===== src/rtl/adcfe_pkg.sv =====
package adcfe_pkg;
    localparam int SEL_W  = 5;
    localparam int CODE_W = 12;
    localparam int DATA_W = 32;

    localparam logic [SEL_W-1:0] SEL_OFF = '1;

    // register byte offsets
    localparam int OFF_CTRL  = 'h00;
    localparam int OFF_STAT  = 'h04;
    localparam int OFF_RES   = 'h08;
    localparam int OFF_CFG   = 'h0C;
    localparam int OFF_GCTL  = 'h10;
    localparam int OFF_GSTAT = 'h14;

    // bit positions decoded by the block
    localparam int B_IEN    = 7;
    localparam int B_OVW    = 16;
    localparam int B_HWTRIG = 13;
    localparam int B_RES_LO = 2;
    localparam int B_CAL    = 7;
    localparam int B_CONT   = 6;
    localparam int B_TRIGEN = 0;
    localparam int B_CALF   = 1;

    typedef enum logic [1:0] {
        RES8   = 2'b00,
        RES10  = 2'b01,
        RES12  = 2'b10,
        RES12X = 2'b11
    } res_mode_e;

    typedef enum logic [1:0] {
        SQ_IDLE,
        SQ_ARMED,
        SQ_CONV,
        SQ_CAL
    } seq_state_e;

    typedef struct packed {
        logic             ien;
        logic [SEL_W-1:0] sel;
    } chan_ctl_t;

    typedef struct packed {
        logic      ovw;
        logic      hwtrig;
        res_mode_e res;
    } cfg_t;

    typedef struct packed {
        logic cal;
        logic cont;
        logic trig_en;
    } gctl_t;

    function automatic logic [CODE_W-1:0] mask_code(input logic [CODE_W-1:0] c,
                                                    input res_mode_e m);
        logic [CODE_W-1:0] r;
        case (m)
            RES8:    r = c & CODE_W'(12'h0FF);
            RES10:   r = c & CODE_W'(12'h3FF);
            default: r = c;
        endcase
        return r;
    endfunction
endpackage


===== src/rtl/adcfe_seq.sv =====
module adcfe_seq
    import adcfe_pkg::*;
#(
    parameter int CAL_STEPS = 4
) (
    input  logic             clk,
    input  logic             rst,
    input  logic             ctl_wr,
    input  logic [SEL_W-1:0] sel,
    input  logic             cal_req,
    input  logic             cont,
    input  logic             hw_mode,
    input  logic             hw_trig,
    input  logic             eng_done,
    output logic             eng_start,
    output logic             eng_abort,
    output logic             eng_cal,
    output logic [SEL_W-1:0] eng_sel,
    output logic             conv_done,
    output logic             cal_done,
    output logic             cal_fail
);
    localparam int CNT_W = (CAL_STEPS > 1) ? $clog2(CAL_STEPS) : 1;

    seq_state_e       state;
    logic [CNT_W-1:0] step;
    logic             start_q, abort_q, cdone_q, cfail_q;
    logic [SEL_W-1:0] sel_q;

    always_ff @(posedge clk) begin
        if (rst) begin
            state   <= SQ_IDLE;
            step    <= '0;
            start_q <= 1'b0;
            abort_q <= 1'b0;
            cdone_q <= 1'b0;
            cfail_q <= 1'b0;
            sel_q   <= SEL_OFF;
        end else begin
            start_q <= 1'b0;
            abort_q <= 1'b0;
            cdone_q <= 1'b0;
            cfail_q <= 1'b0;
            if (cal_req && state != SQ_CAL) begin
                abort_q <= (state == SQ_CONV);
                if (cont) begin
                    state   <= SQ_IDLE;
                    cdone_q <= 1'b1;
                    cfail_q <= 1'b1;
                end else begin
                    state   <= SQ_CAL;
                    step    <= '0;
                    start_q <= 1'b1;
                end
            end else if (state == SQ_CAL) begin
                if (eng_done) begin
                    if (step == CNT_W'(CAL_STEPS - 1)) begin
                        state   <= SQ_IDLE;
                        cdone_q <= 1'b1;
                    end else begin
                        step    <= step + 1'b1;
                        start_q <= 1'b1;
                    end
                end
            end else if (ctl_wr) begin
                sel_q   <= sel;
                abort_q <= (state == SQ_CONV);
                if (sel == SEL_OFF) begin
                    state <= SQ_IDLE;
                end else if (hw_mode) begin
                    state <= SQ_ARMED;
                end else begin
                    state   <= SQ_CONV;
                    start_q <= 1'b1;
                end
            end else begin
                case (state)
                    SQ_ARMED: if (hw_trig && hw_mode) begin
                        state   <= SQ_CONV;
                        start_q <= 1'b1;
                    end
                    SQ_CONV: if (eng_done) begin
                        if (!cont) begin
                            state <= SQ_IDLE;
                        end else if (hw_mode) begin
                            state <= SQ_ARMED;
                        end else begin
                            start_q <= 1'b1;
                        end
                    end
                    default: ;
                endcase
            end
        end
    end

    assign conv_done = (state == SQ_CONV) && eng_done && !ctl_wr && !cal_req;
    assign eng_start = start_q;
    assign eng_abort = abort_q;
    assign eng_cal   = (state == SQ_CAL);
    assign eng_sel   = sel_q;
    assign cal_done  = cdone_q;
    assign cal_fail  = cfail_q;
endmodule


===== src/rtl/adcfe_result.sv =====
module adcfe_result
    import adcfe_pkg::*;
(
    input  logic              clk,
    input  logic              rst,
    input  logic              conv_done,
    input  logic [CODE_W-1:0] code,
    input  logic              ovw,
    input  logic              rd_clr,
    input  logic              wr_clr,
    input  logic              cal_set,
    output logic [CODE_W-1:0] result,
    output logic              cc
);
    logic take;
    assign take = conv_done && (!cc || ovw);

    always_ff @(posedge clk) begin
        if (rst) begin
            result <= '0;
            cc     <= 1'b0;
        end else begin
            if (take) result <= code;
            if (wr_clr)            cc <= 1'b0;
            else if (take)         cc <= 1'b1;
            else if (cal_set)      cc <= 1'b1;
            else if (rd_clr)       cc <= 1'b0;
        end
    end
endmodule


===== src/rtl/adcfe_top.sv =====
module adcfe_top
    import adcfe_pkg::*;
#(
    parameter int ADDR_W    = 8,
    parameter int CAL_STEPS = 4
) (
    input  logic              clk,
    input  logic              rst,
    input  logic              bus_wr,
    input  logic              bus_rd,
    input  logic [ADDR_W-1:0] bus_addr,
    input  logic [DATA_W-1:0] bus_wdata,
    output logic [DATA_W-1:0] bus_rdata,
    input  logic              hw_trig,
    output logic              eng_start,
    output logic              eng_abort,
    output logic              eng_cal,
    output logic [SEL_W-1:0]  eng_sel,
    input  logic              eng_done,
    input  logic [CODE_W-1:0] eng_code,
    output logic              irq
);
    chan_ctl_t ctl_q;
    cfg_t      cfg_q;
    gctl_t     gctl_q;
    logic      calf_q;

    logic aligned, wr_ctl, wr_cfg, wr_gctl, rd_res, cal_req, hw_mode, ovw_en;
    logic conv_done, cal_done, cal_fail, cc, ien, gctl_cal;
    logic [CODE_W-1:0] result_q;

    assign aligned  = (bus_addr[1:0] == 2'b00);
    assign wr_ctl   = bus_wr && aligned && (bus_addr == ADDR_W'(OFF_CTRL));
    assign wr_cfg   = bus_wr && aligned && (bus_addr == ADDR_W'(OFF_CFG));
    assign wr_gctl  = bus_wr && aligned && (bus_addr == ADDR_W'(OFF_GCTL));
    assign rd_res   = bus_rd && aligned && (bus_addr == ADDR_W'(OFF_RES));
    assign cal_req  = wr_gctl && bus_wdata[B_CAL] && !gctl_q.cal;
    assign hw_mode  = cfg_q.hwtrig && gctl_q.trig_en;
    assign ovw_en   = cfg_q.ovw;
    assign ien      = ctl_q.ien;
    assign gctl_cal = gctl_q.cal;

    always_ff @(posedge clk) begin
        if (rst) begin
            ctl_q  <= '{ien: 1'b0, sel: SEL_OFF};
            cfg_q  <= '{ovw: 1'b0, hwtrig: 1'b0, res: RES8};
            gctl_q <= '0;
            calf_q <= 1'b0;
        end else begin
            if (wr_ctl) begin
                ctl_q.ien <= bus_wdata[B_IEN];
                ctl_q.sel <= bus_wdata[SEL_W-1:0];
            end
            if (wr_cfg) begin
                cfg_q.ovw    <= bus_wdata[B_OVW];
                cfg_q.hwtrig <= bus_wdata[B_HWTRIG];
                cfg_q.res    <= res_mode_e'(bus_wdata[B_RES_LO +: 2]);
            end
            if (wr_gctl) begin
                gctl_q.cont    <= bus_wdata[B_CONT];
                gctl_q.trig_en <= bus_wdata[B_TRIGEN];
            end
            if (cal_done)     gctl_q.cal <= 1'b0;
            else if (cal_req) gctl_q.cal <= 1'b1;
            if (cal_done) calf_q <= cal_fail;
        end
    end

    adcfe_seq #(.CAL_STEPS(CAL_STEPS)) u_seq (
        .clk       (clk),
        .rst       (rst),
        .ctl_wr    (wr_ctl),
        .sel       (bus_wdata[SEL_W-1:0]),
        .cal_req   (cal_req),
        .cont      (gctl_q.cont || (wr_gctl && bus_wdata[B_CONT])),
        .hw_mode   (hw_mode),
        .hw_trig   (hw_trig),
        .eng_done  (eng_done),
        .eng_start (eng_start),
        .eng_abort (eng_abort),
        .eng_cal   (eng_cal),
        .eng_sel   (eng_sel),
        .conv_done (conv_done),
        .cal_done  (cal_done),
        .cal_fail  (cal_fail)
    );

    adcfe_result u_res (
        .clk       (clk),
        .rst       (rst),
        .conv_done (conv_done),
        .code      (eng_code),
        .ovw       (ovw_en),
        .rd_clr    (rd_res),
        .wr_clr    (wr_ctl),
        .cal_set   (cal_done),
        .result    (result_q),
        .cc        (cc)
    );

    always_comb begin
        bus_rdata = '0;
        if (aligned) begin
            case (bus_addr)
                ADDR_W'(OFF_CTRL): begin
                    bus_rdata[B_IEN]       = ctl_q.ien;
                    bus_rdata[SEL_W-1:0]   = ctl_q.sel;
                end
                ADDR_W'(OFF_STAT):  bus_rdata[0] = cc;
                ADDR_W'(OFF_RES):   bus_rdata[CODE_W-1:0] = mask_code(result_q, cfg_q.res);
                ADDR_W'(OFF_CFG): begin
                    bus_rdata[B_OVW]        = cfg_q.ovw;
                    bus_rdata[B_HWTRIG]     = cfg_q.hwtrig;
                    bus_rdata[B_RES_LO +: 2] = cfg_q.res;
                end
                ADDR_W'(OFF_GCTL): begin
                    bus_rdata[B_CAL]    = gctl_q.cal;
                    bus_rdata[B_CONT]   = gctl_q.cont;
                    bus_rdata[B_TRIGEN] = gctl_q.trig_en;
                end
                ADDR_W'(OFF_GSTAT): bus_rdata[B_CALF] = calf_q;
                default: ;
            endcase
        end
    end

    assign irq = cc && ctl_q.ien;
endmodule


===== config.mk =====
export PLATFORM = sky130hd
export DESIGN_NAME = adcfe_top
export DESIGN_NICKNAME = d
export VERILOG_FILES = /design/src/rtl/adcfe_pkg.sv /design/src/rtl/adcfe_seq.sv /design/src/rtl/adcfe_result.sv /design/src/rtl/adcfe_top.sv
export SDC_FILE = /design/constraint.sdc
export NUM_CORES = 1
export LEC_CHECK = 0
export BUFFER_PORTS_ARGS = -buffer_cell sky130_fd_sc_hd__buf_2
export CORE_MARGIN = 4
export CORE_UTILIZATION = 42
export DETAILED_ROUTE_END_ITERATION = 16
export PLACE_DENSITY = 0.82
export SKIP_CTS_REPAIR_TIMING = 1
export SYNTH_ARGS = -nofsm -noshare
export SYNTH_HDL_FRONTEND = slang
export SYNTH_SLANG_ARGS = --single-unit

===== constraint.sdc =====
create_clock -name clk -period 1.95 [get_ports clk]
set_input_delay 0.39 -clock clk [delete_from_list [all_inputs] [get_ports clk]]
set_output_delay 0.39 -clock clk [all_outputs]
set_load 0.01 [all_outputs]

==> metrics.txt, run 1 <==
# DRC 0; Core Region 5110 µm²; routed vias 2,129; clk_lat worst skew approximately 0.29 ns; die area roughly 6500 µm²; mux share of post-synthesis cell area 0.100; Clock Tree Root clkbuf_8; Area contributors post-synth dfxtp_1 36%, mux2i_1 9.5%, nor2_1 6.5%; worst-path fanout max 6; initial antenna violation count 0; final setup TNS -0.0466 ns; Yosys top cell area share 0.363; Final Power 1770 µW; vias in the first global route between 1,500 and 2,000; total track usage 0.175; Die W just over 80 µm; CP Capture Type output pin; Clock Path Buffers 2; grt ovf 0; Req. time, crit path 1.56 ns; cell count after synthesis around 260; Max Freq 506 MHz; number of flops mapped to enable cells by yosys 0; first-pass GRT wire length around 9 mm; filler cell count 448; # Max-Cap Violations 0; Synth cell types 48; area added between synthesis and finish 32.1%; leakage 0.00138 µW; VDD IR max 0.290 mV; Final GP Congestion 0.869; 1st-iter DRT viols roughly 150; CTS tree yes; I/O pin total 99; WP data arrival about 1.6 ns; Routed Antenna Nets 0; flop and latch count out of synthesis 40; effective utilization at floorplan 0.432; clock slew at reported path FFs 0.08 ns; layout cells sized above 1 0.325; Post-Synth XOR/XNOR Area 0; shortest period the worst path allows approximately 2.0 ns; pin count of the biggest net entering global routing 27; I/O Buffers 57; crit share post-route 1.01; post-synthesis compound-gate area fraction 0.137; Final Non-Filler Cells 412; Finish-stage setup viols 3; post-synthesis adder-cell area fraction 0.0284; Yosys top cell by area dfxtp_1; vias per cell 5.17; diodes inserted 0; Placed Cells 401; num rows 26; count leader, synth dfxtp_1; Final Hold Fails 0; Pins Over Slew Limit 0; CTS buffer count 5; H-tree Lvls 2; drt wl/cell 14.3 µm; syn avg cell area 8.35 µm²; Critical Path Start bus_addr[5]; pwr/cell area 608 nW/µm²; Synth Flop Type dfxtp_1; Setup WS post-layout -0.0262 ns; RSZ-0062 raised after global routing true; synth warn 0; DRT Wirelength 5.90 mm; Reg2Reg Launch Point u_seq.state[1]; fraction of registers with async set/reset 0; Pre-antenna DRT Iters 4; failing checks negative setup slack; HPWL Detailed 4.31 mm; main combinational cell family by area after synthesis simple AND/OR/NAND/NOR gates; post-synth design cell area 2200 µm²; CTS Sinks 40; Die Height about 80 µm; Fin Clk Skew 0.00366 ns; Post-synth top cells 40 x dfxtp_1, 38 x nor2_1, 29 x nand2_1, 21 x mux2i_1, 18 x buf_4; post-layout util 0.570; FF-to-FF setup slack around 0.13 ns; critical path class in2out; Hold Crit Start eng_code[10]; hold_ws 0.326 ns; Hold/Removal Path Class in2reg; outcome finished, violations left; Worst setup SP type primary input; Seq/Total Area, Yosys 0.363; nets ~400; Synth Area in Simple Gates 0.266
## placed cells by master (no fill, tap or decap), types with 7 or more instances in the layout
master and instances:
nor2_1 37, buf_4 21, buf_6 7, dfxtp_1 40, mux2i_1 21, inv_1 9, nand3_1 8, nor3_1 9
conb_1 18, buf_2 51, nand2_1 27
## registers in the layout, summed over array words and instances, names as in the netlist
name / count
calf_q: 1
cfg_q: 3
ctl_q: 5
gctl_cal: 1
gctl_q: 2
ien: 1
ovw_en: 1
u_res.cc: 1
u_res.result: 12
u_seq.cal_done: 1
u_seq.cal_fail: 1
u_seq.eng_abort: 1
u_seq.eng_sel: 5
u_seq.eng_start: 1
u_seq.state: 2
u_seq.step: 2
## report_power, final
part | leakage, µW | switching (µW) | internal, µW | total (µW)
clock | 0.0000614 | 295 | 418 | 713
combinational | 0.000991 | 117 | 98.9 | 216
sequential | 0.000323 | 10.9 | 830 | 841
total | 0.00138 | 423 | 1350 | 1770
## per-layer routing
layer / up-vias / part of all wire / global-route usage
li1: 1047 / - / -
met1: 973 / 0.43 / 0.232
met2: 96 / 0.46 / 0.276
met3: 13 / 0.089 / 0.0482
met4: 0 / 0.015 / 0.0557
met5: - / 0 / 0
## worst paths after layout
check,endpoint,cells past startpoint
setup / recovery,bus_rdata[2],8
hold / removal,u_res.result[10],3
setup reg to reg,u_seq.state[0],6
hold reg to reg,calf_q,2
## through the flow
stage | area, µm² | setup WS [ns]
after CTS | 2770 | -0.126
after global routing | 2910 | -0.119
final | 2910 | -0.0262
after global placement | 2650 | -0.0939
after detailed placement | 2650 | -0.135
after floorplan | 2280 | -0.00663
## worst max-delay path: stages
cell	delay (ns)
buf_8	0.10
nor4_4	0.33
nand3_2	0.13
nor2_4	0.18
buf_6	0.14
a222oi_1	0.09
inv_1	0.08
buf_2	0.12
## cell type report
type                    count  area, µm²  share of cell area
repair buffers             82        547               0.188
multi-input cells         203       1320               0.454
clock inverters             2       38.8              0.0133
well taps                  70       87.6              0.0301
inverters                   9       33.8              0.0116
flip-flops and latches     40        801               0.275
clock buffers               6       82.6              0.0284
## logic make-up after synthesis
group           after synthesis
simple gates                119
other cells                   1
buf+inv                      38
fa+ha+maj                     5
mux                          22
flops                        40
compound gates               39
(Power assumes the default switching activity.)
==> run 2, diff against run 1 <==
- CORE_MARGIN: 4 -> unset
- SETUP_SLACK_MARGIN: unset -> 0.1
==> metrics.txt, run 2 (synthesized netlist as in run 1, its figures left out) <==
critical path class in2out (unchanged); Core Region 5070 µm² (was 5110 µm²); Net Sw Power 428 µW (was 423 µW); VDD IR max 0.335 mV (was 0.290 mV); I/O Buffers 57 (unchanged); # DRC 0 (unchanged); Req. time, crit path 1.56 ns (about the same); Die Height 74.5 µm (was 80.5 µm); I/O pin total 99 (unchanged); H-tree Lvls 2 (unchanged); area added between synthesis and finish 31.4% (was 32.1%); Clock Tree Root clkbuf_8 (unchanged); Clock Path Buffers 2 (unchanged); effective utilization at floorplan 0.434 (was 0.432); diodes inserted 0 (unchanged); CP Capture Type output pin (unchanged); commonest non-fill, non-tap cell in the layout buf_2 (unchanged); Final Power 1780 µW (was 1770 µW); Worst slew margin 0.657; drt wl/cell 14.2 µm (was 14.3 µm); routed vias 2,123 (was 2,129); Worst-Margin Slew approximately 0.52 ns; worst-path fanout max 6 (unchanged); Comb pwr share 0.122 (about the same); initial antenna violation count 0 (unchanged); CTS tree yes (unchanged); leakage 0.00138 µW (about the same); # Max-Cap Violations 0 (unchanged); die area 5540 µm² (was 6470 µm²); Routed Antenna Nets 0 (unchanged); clk_lat worst skew 0.29 ns (about the same); num rows 26 (unchanged); HPWL Detailed 4.06 mm (was 4.31 mm); Pins Over Slew Limit 0 (unchanged); Worst setup SP type primary input (unchanged); 1st-iter DRT viols 203 (was 146); Fin Clk Skew 0.00442 ns (was 0.00366 ns); grt ovf 0 (unchanged); hold_ws 0.327 ns (was 0.326 ns); internal power 1350 µW (about the same); pin count of the biggest net entering global routing 32 (was 27); shortest period the worst path allows 1.96 ns (was 1.98 ns); total track usage 0.204 (was 0.175); max reg flops 12 (unchanged); most frequent cells in the layout 54 x buf_2, 38 x dfxtp_1, 36 x nor2_1 (was 51 x buf_2, 40 x dfxtp_1, 37 x nor2_1); Final Hold Fails 0 (unchanged); Die W 74.5 µm (was 80.5 µm); Finish-stage setup viols 1 (was 3); failing checks negative setup slack (unchanged); outcome finished, violations left (unchanged); first-pass GRT wire length 8.63 mm (was 8.85 mm); vias per cell 5.14 (was 5.17); Pre-antenna DRT Iters 4 (unchanged); CTS Sinks 40 (unchanged); CTS buffer count 5 (unchanged); Max Freq 511 MHz (was 506 MHz); layout cells sized above 1 0.332 (was 0.325); Reg power frac 0.473 (was 0.475); WP data arrival 1.57 ns (was 1.59 ns); Final GP Congestion 0.856 (was 0.869); RSZ-0062 raised after global routing true (unchanged); Hold/Removal Path Class in2reg (unchanged); vias in the first global route 1,877 (was 1,958); crit share post-route 1.00 (was 1.01); clock slew at reported path FFs 0.08 ns (about the same); Setup WS post-layout -0.00706 ns (was -0.0262 ns); pwr/cell area 613 nW/µm² (was 608 nW/µm²); nets 405 (was 404); Clk pwr share 0.405 (was 0.403); Sw Ratio 0.241 (was 0.239); DRT Wirelength 5.85 mm (was 5.90 mm); Top reg by flops u_res.result (unchanged)
==> run 2: final timing paths <==
path	from	end	slack [ns]	depth (start not counted)
setup / recovery	bus_addr[4]	bus_rdata[2]	-0.007	8
hold / removal	bus_wdata[13]	cfg_q[2]	0.33	3
setup reg to reg	gctl_cal	u_seq.state[0]	0.23	5
hold reg to reg	u_seq.cal_fail	calf_q	0.48	2
==> run 2: metrics by stage <==
step | instance area, µm² | instances | utilization | setup WS (ns) | setup TNS (ns)
4_1_cts | 2750 | 408 | 0.543 | -0.114 | -0.898
3_5_place_dp | 2630 | 400 | 0.519 | -0.127 | -2.62
3_3_place_gp | 2630 | 400 | 0.519 | -0.109 | -1.76
6_report | 2900 | 413 | 0.571 | -0.00706 | -0.00706
2_1_floorplan | 2290 | 281 | - | -0.00544 | -0.00544
5_1_grt | 2900 | 413 | 0.571 | -0.0764 | -0.371
==> run 2: final cells by class <==
| type | instances | area (µm²) |
|---|---|---|
| clock inverters | 2 | 38.8 |
| inverters | 9 | 33.8 |
| fillers | 452 | 2180 |
| repair buffers | 83 | 523 |
| flip-flops and latches | 40 | 803 |
| clock buffers | 6 | 82.6 |
| multi-input cells | 203 | 1330 |
| well taps | 70 | 87.6 |
==> run 2: worst max-delay path: stages <==
cell,delay [ns]
buf_8,0.10
nor4_4,0.34
nand3_2,0.13
nor2_4,0.17
buf_6,0.14
a222oi_1,0.09
inv_1,0.08
buf_2,0.13
==> run 2: power by group through the flow <==
stage | Sequential [µW] | Clock [µW] | Combinational (µW)
global route | 843 | 760 | 238
global placement | 858 | 0 | 195
finish | 841 | 719 | 216
detailed placement | 859 | 0 | 197
CTS | 839 | 730 | 198
floorplan | 856 | 0 | 142
==> run 2: layer usage <==
layer,routed length (µm),global-route usage
met2,2830,0.308
met4,76,0.0650
met1,2650,0.288
met3,293,0.0461
met5,0,0
